**src/rtl/hostbus_port.sv**
```systemverilog
module hostbus_port #(
  parameter int AW = 8,
  parameter int DW = 8
) (
  input  logic          clk,
  input  logic          rst_n,
  input  logic          mux_sel,
  input  logic          cs_n,
  input  logic          rd_n,
  input  logic          wr_n,
  input  logic          ale,
  input  logic [AW-1:0] addr_pins,
  input  logic [DW-1:0] data_in,
  output logic [DW-1:0] data_out,
  output logic          data_oe,
  output logic [AW-1:0] reg_addr,
  output logic [DW-1:0] reg_wdata,
  output logic          reg_wr,
  output logic          reg_rd,
  input  logic [DW-1:0] reg_rdata
);

  localparam int SW = 4;
  localparam logic [SW-1:0] STB_IDLE = 4'b0111;

  // strobe pipeline: {ale, cs_n, rd_n, wr_n}
  logic [SW-1:0] stb1, stb2, stb3;
  logic [DW-1:0] dat1, dat2, dat3;
  logic [AW-1:0] adr1, adr2, adr3;
  logic [AW-1:0] addr_latch;
  logic [DW-1:0] rd_hold;
  logic          rd_done;
  logic          oe_q;

  always_ff @(posedge clk or negedge rst_n) begin
    if (!rst_n) begin
      stb1 <= STB_IDLE;
      stb2 <= STB_IDLE;
      stb3 <= STB_IDLE;
      dat1 <= '0;
      dat2 <= '0;
      dat3 <= '0;
      adr1 <= '0;
      adr2 <= '0;
      adr3 <= '0;
    end else begin
      stb1 <= {ale, cs_n, rd_n, wr_n};
      stb2 <= stb1;
      stb3 <= stb2;
      dat1 <= data_in;
      dat2 <= dat1;
      dat3 <= dat2;
      adr1 <= addr_pins;
      adr2 <= adr1;
      adr3 <= adr2;
    end
  end

  wire ale2 = stb2[3];
  wire ale3 = stb3[3];
  wire cs2  = stb2[2];
  wire cs3  = stb3[2];
  wire rd2  = stb2[1];
  wire rd3  = stb3[1];
  wire wr2  = stb2[0];
  wire wr3  = stb3[0];

  wire rd_act2  = ~cs2 & ~rd2 & wr2;
  wire wr_act3  = ~cs3 & ~wr3 & rd3;
  wire ale_fall = ale3 & ~ale2;
  wire wr_end   = wr_act3 & wr2;
  wire rd_start = rd_act2 & ~rd_done & ~wr_end;

  wire [AW-1:0] bus_addr = dat3[AW-1:0];
  wire [AW-1:0] wr_addr  = mux_sel ? addr_latch : adr3;
  wire [AW-1:0] rd_addr  = mux_sel ? addr_latch : adr2;

  always_ff @(posedge clk or negedge rst_n) begin
    if (!rst_n) addr_latch <= '0;
    else if (ale_fall) addr_latch <= bus_addr;
  end

  always_ff @(posedge clk or negedge rst_n) begin
    if (!rst_n) begin
      reg_wr    <= 1'b0;
      reg_rd    <= 1'b0;
      reg_addr  <= '0;
      reg_wdata <= '0;
      rd_done   <= 1'b0;
    end else begin
      reg_wr  <= wr_end;
      reg_rd  <= rd_start;
      rd_done <= rd_act2 & (rd_done | rd_start);
      if (wr_end) begin
        reg_addr  <= wr_addr;
        reg_wdata <= dat3;
      end else if (rd_start) begin
        reg_addr <= rd_addr;
      end
    end
  end

  always_ff @(posedge clk or negedge rst_n) begin
    if (!rst_n) begin
      rd_hold <= '0;
      oe_q    <= 1'b0;
    end else begin
      if (reg_rd) rd_hold <= reg_rdata;
      oe_q <= rd_done & rd_act2;
    end
  end

  assign data_out = rd_hold;
  assign data_oe  = oe_q;

  assert_wr_single_R2: assert property (@(posedge clk) disable iff (!rst_n)
    reg_wr |=> !reg_wr);

  assert_rd_single_R4: assert property (@(posedge clk) disable iff (!rst_n)
    reg_rd |=> !reg_rd);

  assert_oe_follows_read_R5: assert property (@(posedge clk) disable iff (!rst_n)
    $rose(data_oe) |-> $past(reg_rd));

  assert_oe_only_in_read_R5: assert property (@(posedge clk) disable iff (!rst_n)
    data_oe |-> rd_done);

  assert_no_dual_request_R7: assert property (@(posedge clk) disable iff (!rst_n)
    !(reg_rd && reg_wr));

endmodule

```
**config.mk**
```make
export PLATFORM = sky130hd
export DESIGN_NAME = hostbus_port
export DESIGN_NICKNAME = d
export VERILOG_FILES = /design/src/rtl/hostbus_port.sv
export SDC_FILE = /design/constraint.sdc
export NUM_CORES = 1
export LEC_CHECK = 0
export CAP_MARGIN = 20
export CORE_ASPECT_RATIO = 0.6
export CORE_MARGIN = 1
export CORE_UTILIZATION = 25
export CTS_BUF_LIST = sky130_fd_sc_hd__clkbuf_4 sky130_fd_sc_hd__clkbuf_8 sky130_fd_sc_hd__clkbuf_16
export CTS_CLUSTER_SIZE = 8
export DETAILED_ROUTE_END_ITERATION = 7
export DONT_BUFFER_PORTS = 1
export GPL_TIMING_DRIVEN = 0
export PLACE_DENSITY = 0.38
export SLEW_MARGIN = 20
export SYNTH_ARGS = -nofsm -noshare
export SYNTH_HDL_FRONTEND = slang
export SYNTH_SLANG_ARGS = --single-unit
export TNS_END_PERCENT = 10
```
**constraint.sdc**
```tcl
create_clock -name clk -period 3.1 [get_ports clk]
set_input_delay 0.62 -clock clk [delete_from_list [all_inputs] [get_ports clk]]
set_output_delay 0.62 -clock clk [all_outputs]
set_load 0.1 [all_outputs]
```
Word-level counts from Yosys, hierarchy flattened --
Cells that the tools add are included.
Storage, ports and cells: register bits after elaboration 96, word-level logic and storage cells 40, input port bits 31
Operators by class: mux-type cells 4, reductions and logical operators 1, bitwise gates (word level) 18
Operators by type and width (count):
- 8-bit two-way mux | 4
- 1-bit AND | 10
- 1-bit inverter | 7
- 2-bit nonzero test | 1
- 1-bit bitwise OR | 1

Longest topological paths before layout --
Gate-level depths: netlist of the first run.
depth in word-level cells 8, depth in mapped cells 5, mapped depth without buffers 4

Worst setup path before layout of the first run --
OpenSTA, ideal clock, no wires.
kind reg-to-reg, from register reg_rd, to register rd_hold[0] (netlist: data_out[0]), arrival 1608 ps, slack 1366 ps, stages on the path, launching flop included 3, buffers on the path 1, clock period less this slack 1734 ps, cells stage by stage dfrtp_1 > clkbuf_1 > mux2_2
RTL lines:
- start: declaration | line 19 | output logic reg_rd,
- start signal: assignment | line 92 | reg_rd <= rd_start;
- end signal: assignment | line 108 | if (reg_rd) rd_hold <= reg_rdata;
- end: declaration | line 31 | logic [DW-1:0] rd_hold;
No word-level cell between the ends.

Final worst setup path of the first run --
from register reg_addr[4], to output port reg_addr[4]
RTL lines:
- start: declaration | line 16 | output logic [AW-1:0] reg_addr,
- start signal: assignment | line 95 | reg_addr <= wr_addr;
- start signal: assignment | line 98 | reg_addr <= rd_addr;
No word-level cell between the ends.

==> results_dict.tcl, run 1 <==
set metrics [dict create \
    synth_nets 227 \
    wire_per_inst_microns 15.5 \
    cts_tree "built" \
    via_count 1468 \
    rr_worst_depth 2 \
    drcViolationCount 0 \
    netlist.area_leader.share_pct 70.9 \
    synth_cell_types 23 \
    ios 58 \
    portBuffers 0 \
    cts_resized 0 \
    num_rows 30 \
    period_needed_ns 1.93 \
    clock_latency_ns 0.34 \
    worstSetupPathType "reg2out" \
    synth-seq-cells 96 \
    grt_first_pass_wirelength_microns 9550 \
    grt_antenna_before_repair 0 \
    grt_max_degree 88 \
    yosysWarnings 0 \
    worstSetupStartpointType "flop" \
    floorplan.die.width_microns 145 \
    avgSynthCellArea_sq_um 15.7 \
    wirelength_microns 5790 \
    critPathRequiredTime_ns 2.48 \
    finalMaxSlewViolations 0 \
    fillers 1189 \
    reg2reg_to "data_out[1]" \
    cts_sinks 96 \
    relSlewSlack_pct 36.6 \
    h-tree-depth 3 \
    first_pass_iters 4 \
    fin_tns_setup_ns 0 \
    crit_fanout 2 \
    via_per_inst 3.94 \
    ant_nets 0 \
    fmax_ghz 0.518 \
    finalSetupViolCount 0 \
    clk_pin_slew_ns 0.06 \
    hold_class "in2async" \
    irDropWorstVdd_v 0.000322 \
    syn_area_sq_um 3070 \
    r2r_start "reg_rd" \
    cts_buffers 9 \
    drv_cap 0 \
    die_area_sq_um 12700 \
    drtIter0Drc 85 \
    holdWs_ns 0.125 \
    layout.cells.non_filler 373 \
    rsz0062_at_grt "no" \
    areaGrowthSynthToFinish_pct 17.1 \
    postSynth.asyncResetShare_pct 100 \
    dp_hpwl_microns 3700 \
    final_nets 239 \
    synth-edff-count 0 \
    coreArea_sq_um 11600 \
    final_core_util_pct 30.9 \
    grt_usage_pct 10.5 \
    synth_flop_cell "dfrtp_1" \
    powerDensity_nw_per_um2 889 \
    synth.area.top_cells "dfrtp_1 (71%), dfstp_2 (7.7%), mux2_2 (7.3%), nand2_1 (3.4%), o31ai_1 (2.0%)" \
    endpoint_kind "output port" \
    period_share_pct 62.2 \
    root_buffer "clkbuf_16" \
    drive_gt1_share_pct 23.9 \
    start_util_pct 26.4 \
    worst_clock_skew_ns 0.00536 \
    leakagePower_nw 1.56 \
    finalHoldViolations 0 \
    clock_path_buffers 2 \
    status "completed" \
    tightest_slew_ns 0.952 \
    fp.dieH_microns 87.9 \
    arrival_ns 1.31 \
    ys_seq_area_share_pct 78.6 \
    dp_cells 356 \
    antenna_cells 0 \
    grt-ovfl-total 0 \
    place_congestion 0.701 \
    yosysTopAreaCell "dfrtp_1" \
    rrSetupSlack_ns 1.25 \
    synthCells 196 \
    grt_pass1_vias 1633 \
]
## metal layers
layer	wire (microns)	share of wire (%)	GRT usage [%]	vias to the layer above
met3	465	8.0	5.57	8
met2	2440	42	14.6	42
li1	-	-	-	688
met5	0	0	0	-
met1	2780	48	13.4	730
met4	97	1.7	4.88	0
## cell families after synthesis
group	share of synthesized area (%)
AOI/OAI and AO/OA	4.40
buffers and inverters	1.22
DFF	78.6
and+or+nand+nor	8.47
muxes	7.33
## how the worst max path moves through the flow
stage             endpoint  depth (start not counted)   startpoint  slack [ns]
5_1_grt        reg_addr[4]                          0  reg_addr[4]        1.10
4_1_cts        reg_addr[4]                          0  reg_addr[4]        1.14
6_report       reg_addr[4]                          0  reg_addr[4]        1.17
3_5_place_dp   data_out[5]                          2       reg_rd        1.19
3_3_place_gp   data_out[4]                          2       reg_rd        1.19
2_1_floorplan  data_out[0]                          2       reg_rd        1.37
## cell type report
class	count	area [sq um]	area share [%]
buffer	7	30.0	0.835
clock buffer	11	240	6.68
clock inverter	5	56.3	1.57
inverter	2	7.51	0.209
multi-input combinational	91	621	17.3
sequential	96	2410	67.1
tap	160	200	5.57
timing repair buffer	1	27.5	0.765
## cell usage in the layout (no fill, tap or decap), types with 2 or more instances in the layout
cell type	n
dfrtp_1	87
o32ai_1	4
and2_1	4
inv_1	2
nand3_1	4
o31ai_1	8
a211oi_1	4
nor2_1	7
buf_2	3
clkbuf_1	3
nand2_1	28
dfstp_2	9
nor3_1	4
mux2_2	20
clkinv_2	2
clkbuf_4	2
clkbuf_16	9
## timing repair
action / 4_1_cts / 5_1_grt
hold buffers: 1 / 0
hold endpoints to repair: 87 / 0
buffers inserted: 0 / 0
## synth_stat cells (2+ instances only)
cell type and instances:
nor3_1 4, nand2_1 28, mux2_2 20, dfrtp_1 87, o31ai_1 8, o32ai_1 4
dfstp_2 9, a211oi_1 4, buf_2 3, inv_1 2, nor2_1 7, clkbuf_1 3
nand3_1 4, and2_1 4
## where the power goes
part	switching [mW]	internal (mW)
logic	0.0748	0.0753
clock network	0.451	0.643
registers	0.584	1.37
total	1.11	2.09
## stage by stage
step	power [mW]	instance area, sq um	setup WS, ns
floorplan	2.05	3070	1.37
global placement	2.10	3270	1.19
detailed placement	2.11	3270	1.19
CTS	3.25	3600	1.14
global route	3.35	3600	1.10
finish	3.20	3600	1.17
No activity file was read; power rests on OpenSTA's default activity.
==> run 2, diff against run 1 <==
clock period = 1.9 ns   (was 3.1 ns; I/O delays follow)
==> results_dict.tcl, run 2 (synthesis gave the netlist of run 1 again) <==
set metrics [dict create \
    status "finished, violations left" \
    violations "hold timing" \
    areaGrowthSynthToFinish_pct 16.2 \
    cts_sinks 96 \
    coreArea_sq_um 11600 \
    first_pass_iters 4 \
    power_mw 5.17 \
    tightest_slew_ns 0.952 \
    worstSetupStartpointType "flop" \
    final_nets 238 \
    drive_gt1_share_pct 24.1 \
    powerDensity_nw_per_um2 1450 \
    period_needed_ns 1.73 \
    final_common_cell "dfrtp_1" \
    dp_hpwl_microns 3700 \
    clock_path_buffers 2 \
    finalHoldViolations 96 \
    period_share_pct 90.9 \
    grt_first_pass_wirelength_microns 9440 \
    leakagePower_nw 1.54 \
    antenna_cells 0 \
    finalSetupViolCount 0 \
    place_congestion 0.701 \
    via_per_inst 3.95 \
    drcViolationCount 0 \
    cts_tree "built" \
    ant_nets 0 \
    reg2reg_to "reg_addr[5]" \
    post_cts_buffers 0 \
    grt_usage_pct 10.3 \
    ios 58 \
    num_rows 30 \
    grt_max_degree 97 \
    start_util_pct 26.4 \
    rr_worst_depth 5 \
    drv_cap 0 \
    rrSetupSlack_ns 0.17 \
    holdWs_ns -0.266 \
    arrival_ns 1.97 \
    finalMaxSlewViolations 0 \
    via_count 1468 \
    grt-ovfl-total 0 \
    hold_class "in2async" \
    worstSetupPathType "reg2reg" \
    rsz0062_at_grt "no" \
    drtIter0Drc 86 \
    relSlewSlack_pct 36.6 \
    fmax_ghz 0.579 \
    root_buffer "clkbuf_16" \
    r2r_start "stb2[0]" \
    wire_per_inst_microns 15.2 \
    endpoint_kind "flop" \
    fp.dieH_microns 87.9 \
    irDropWorstVdd_v 0.000525 \
    fin_tns_setup_ns 0 \
    die_area_sq_um 12700 \
    crit_fanout 10 \
    floorplan.die.width_microns 145 \
    grt_antenna_before_repair 0 \
    critPathRequiredTime_ns 2.14 \
    worst_clock_skew_ns 0.00510 \
    layout_common_cells "dfrtp_1 (86), nand2_1 (28), mux2_2 (20), clkbuf_16 (9), dfstp_2 (9)" \
    clock_latency_ns 0.34 \
    clk_pin_slew_ns 0.06 \
    wirelength_microns 5670 \
    h-tree-depth 3 \
    grt_pass1_vias 1621 \
    cts_buffers 9 \
    portBuffers 0 \
]
run 2: cell types whose count changed in the layout (fill, tap and decap cells not counted), sizes merged:
| cell | delta |
|---|---|
| buf | -1 |
run 2: worst max path at each step:
stage | from | to | slack [ns]
6_report | stb2[0] | reg_addr[5] | 0.17
5_1_grt | stb2[0] | reg_addr[2] | 0.03
4_1_cts | stb2[0] | reg_addr[5] | 0.14
3_5_place_dp | reg_rd | data_out[5] | -0.007
3_3_place_gp | reg_rd | data_out[4] | -0.008
2_1_floorplan | reg_rd | data_out[0] | 0.17
run 2: cell type report:
| cell class | instances | area [sq um] |
|---|---|---|
| fill | 1191 | 8070 |
| multi-input combinational | 91 | 621 |
| clock buffer | 11 | 240 |
| tap | 160 | 200 |
| inverter | 2 | 7.51 |
| clock inverter | 5 | 56.3 |
| buffer | 7 | 30.0 |
| sequential | 96 | 2410 |
run 2: routing by layer:
layer  global-route usage, %  wire length (microns)  vias to the layer above  share of wire (%)
met3                    5.63                    454                        8                8.0
met5                       0                      0                        -                  0
met1                    13.3                   2750                      733                 48
li1                        -                      -                      685                  -
met2                    14.0                   2370                       42                 42
met4                    4.88                     97                        0                1.7
run 2: where the power goes:
group | total, mW | internal (mW) | switching, mW | leakage [nW]
Clock | 1.78 | 1.05 | 0.734 | 0.147
Combinational | 0.204 | 0.117 | 0.0876 | 0.268
Sequential | 3.18 | 2.23 | 0.952 | 1.13
Total | 5.17 | 3.40 | 1.77 | 1.54
run 2: what timing repair did:
action / CTS / global route
endpoints found under the setup margin: 8 / 0
hold endpoints to repair: 96 / 96
gates resized for setup: 1 / 0
run 2: worst max-delay path: stages, from the launching register on:
cell and delay [ns]:
dfstp_2 0.58, nand4bb_1 0.26, inv_1 0.22, buf_2 0.26
nor3_1 0.07, o31ai_1 0.24
run 2: per-stage QoR:
step	hold WS, ns	instance area, sq um	util, %	setup WS (ns)	std cells
final	-0.266	3570	30.7	0.173	372
after global routing	-0.295	3570	30.7	0.0344	372
after CTS	-0.280	3570	30.7	0.135	372
after detailed placement	0.0871	3270	28.1	-0.00696	356
after global placement	0.0872	3270	28.1	-0.00777	356
after floorplan	0.0844	3070	-	0.166	196
==> run 3, diff against run 2 <==
CORE_UTILIZATION = 50   (was 25)
PLACE_DENSITY = not set   (was 0.38)
PLACE_DENSITY_LB_ADDON = 0.05   (was not set)
==> results_dict.tcl, run 3 (synthesis gave the netlist of run 1 again) <==
set metrics [dict create \
    fp.dieH_microns 62.7 \
    relSlewSlack_pct 38.8 \
    drcViolationCount 0 \
    postLayoutCellArea_sq_um 3430 \
    fin_tns_setup_ns 0 \
    start_util_pct 53.4 \
    finalMaxSlewViolations 0 \
    portBuffers 0 \
    holdWs_ns -0.269 \
    path_buf_inv 2 \
    p_clk_share_pct 29.7 \
    die_area_sq_um 6470 \
    worstSetupStartpointType "flop" \
    period_needed_ns 1.71 \
    via_count 1530 \
    root_buffer "clkbuf_8" \
    layout_common_cells "dfrtp_1 (86), nand2_1 (28), mux2_2 (20), clkbuf_8 (10), dfstp_2 (9)" \
    grt_pass1_vias 1569 \
    placed_cell_area_sq_um 3170 \
    p_int_mw 3.14 \
    irDropWorstVdd_v 0.000685 \
    worst_clock_skew_ns 0.0112 \
    post_cts_buffers 0 \
    crit_chain "nand4bb_1, inv_1, buf_2, nor3_1, o31ai_1" \
    cts_buffers 9 \
    first_pass_iters 4 \
    ant_nets 0 \
    floorplan.die.width_microns 103 \
    period_share_pct 90.0 \
    fmax_ghz 0.585 \
    drv_cap 0 \
    final_nets 241 \
    grt_first_pass_wirelength_microns 7810 \
    antenna_cells 0 \
    fillers 444 \
    cp_top_family "flip-flops" \
    max_stage_delay_ns 0.58 \
    multi_input_area_sq_um 621 \
    ios 58 \
    h-tree-depth 3 \
    violations "hold timing" \
    drtIter0Drc 53 \
    coreArea_sq_um 5750 \
    finalWorstSetupSlack_ns 0.190 \
    power_mw 4.82 \
    leakagePower_nw 1.52 \
    num_rows 21 \
    cts_sinks 96 \
    clock_path_buffers 2 \
    finalSetupViolCount 0 \
    worstSetupPathType "reg2reg" \
    crit_slowest_cell "dfstp_2" \
    powerDensity_nw_per_um2 1400 \
    endpoint_kind "flop" \
    wirelength_microns 4750 \
    p_sw_mw 1.68 \
    grt_max_degree 97 \
    areaGrowthSynthToFinish_pct 11.6 \
    register_area_sq_um 2410 \
    rsz0062_at_grt "no" \
    grt-ovfl-total 0 \
    critPathRequiredTime_ns 2.14 \
    via_per_inst 5.19 \
    cts_tree "built" \
    arrival_ns 1.95 \
    final_common_cell "dfrtp_1" \
    dp_slack_ns 0.00970 \
    p_sw_share_pct 34.8 \
    finalHoldViolations 96 \
    tightest_slew_ns 0.918 \
    place_congestion 0.748 \
    status "finished, violations left" \
    hold_class "in2async" \
    clock_latency_ns 0.34 \
    grt_antenna_before_repair 0 \
    crit_fanout 10 \
    pwr-share-seq_pct 65.9 \
    clk_pin_slew_ns 0.09 \
    drive_gt1_share_pct 23.7 \
    comb_power_share_pct 4.5 \
    dp_hpwl_microns 3260 \
    wire_per_inst_microns 16.1 \
    grt_usage_pct 16.7 \
]
run 3: cell count changes in the layout (fill, tap and decap cells not counted):
cell	previous run	this run
bufinv_16	1	2
clkbuf_16	9	0
clkbuf_4	2	1
clkbuf_8	0	10
clkinv_2	2	1
clkinvlp_4	1	2
dlygate4sd3_1	0	3
inv_6	1	0
run 3: final timing paths:
kind	from	cells after the start	endpoint	slack, ns
min in group clk	ale	0	stb1[3]	0.06
max in group asynchronous	rst_n	0	stb1[0]	1.96
max reg2reg	stb2[0]	5	reg_addr[5]	0.19
max	stb2[0]	5	reg_addr[5]	0.19
min	rst_n	0	addr_latch[4]	-0.27
min reg2reg	dat1[7]	0	dat2[7]	0.35
run 3: worst register-to-register path, delay by kind of cell, from the launching register on:
| family | cells | cell delay, ns |
|---|---|---|
| AOI/OAI and AO/OA | 1 | 0.29 |
| buffers and inverters | 2 | 0.42 |
| DFF | 1 | 0.58 |
| and+or+nand+nor | 2 | 0.32 |
run 3: per-layer routing:
metal  global-route usage (%)  routed length [microns]  vias to the layer above
li1                         -                        -                      690
met1                     22.9                     2200                      800
met2                     25.2                     2300                       34
met3                     6.49                      216                        6
met5                        0                        0                        -
met4                     4.23                       31                        0
run 3: power groups by stage:
stage | Sequential, mW | Combinational [mW] | Clock, mW
2_1_floorplan | 3.18 | 0.176 | 0
3_3_place_gp | 3.21 | 0.199 | 0
5_1_grt | 3.20 | 0.244 | 1.57
3_5_place_dp | 3.22 | 0.211 | 0
4_1_cts | 3.18 | 0.214 | 1.47
6_report | 3.17 | 0.216 | 1.43
run 3: layout make-up:
type | instances | area share [%]
clock buffers | 11 | 4.23
multi-input cells | 91 | 18.1
clock inverters | 5 | 2.34
inverters | 2 | 0.219
repair buffers | 3 | 0.876
well taps | 80 | 2.92
plain buffers | 7 | 0.876
flip-flops and latches | 96 | 70.4
run 3: metrics by stage:
| stage | utilization, % | instances |
|---|---|---|
| after CTS | 59.0 | 292 |
| after floorplan | - | 196 |
| final | 59.6 | 295 |
| after detailed placement | 55.1 | 276 |
| after global routing | 59.6 | 295 |
| after global placement | 55.1 | 276 |
run 3: timing repair:
action	4_1_cts	5_1_grt
gates resized for setup	0	1
endpoints found under the setup margin	0	8
hold endpoints to repair	96	99
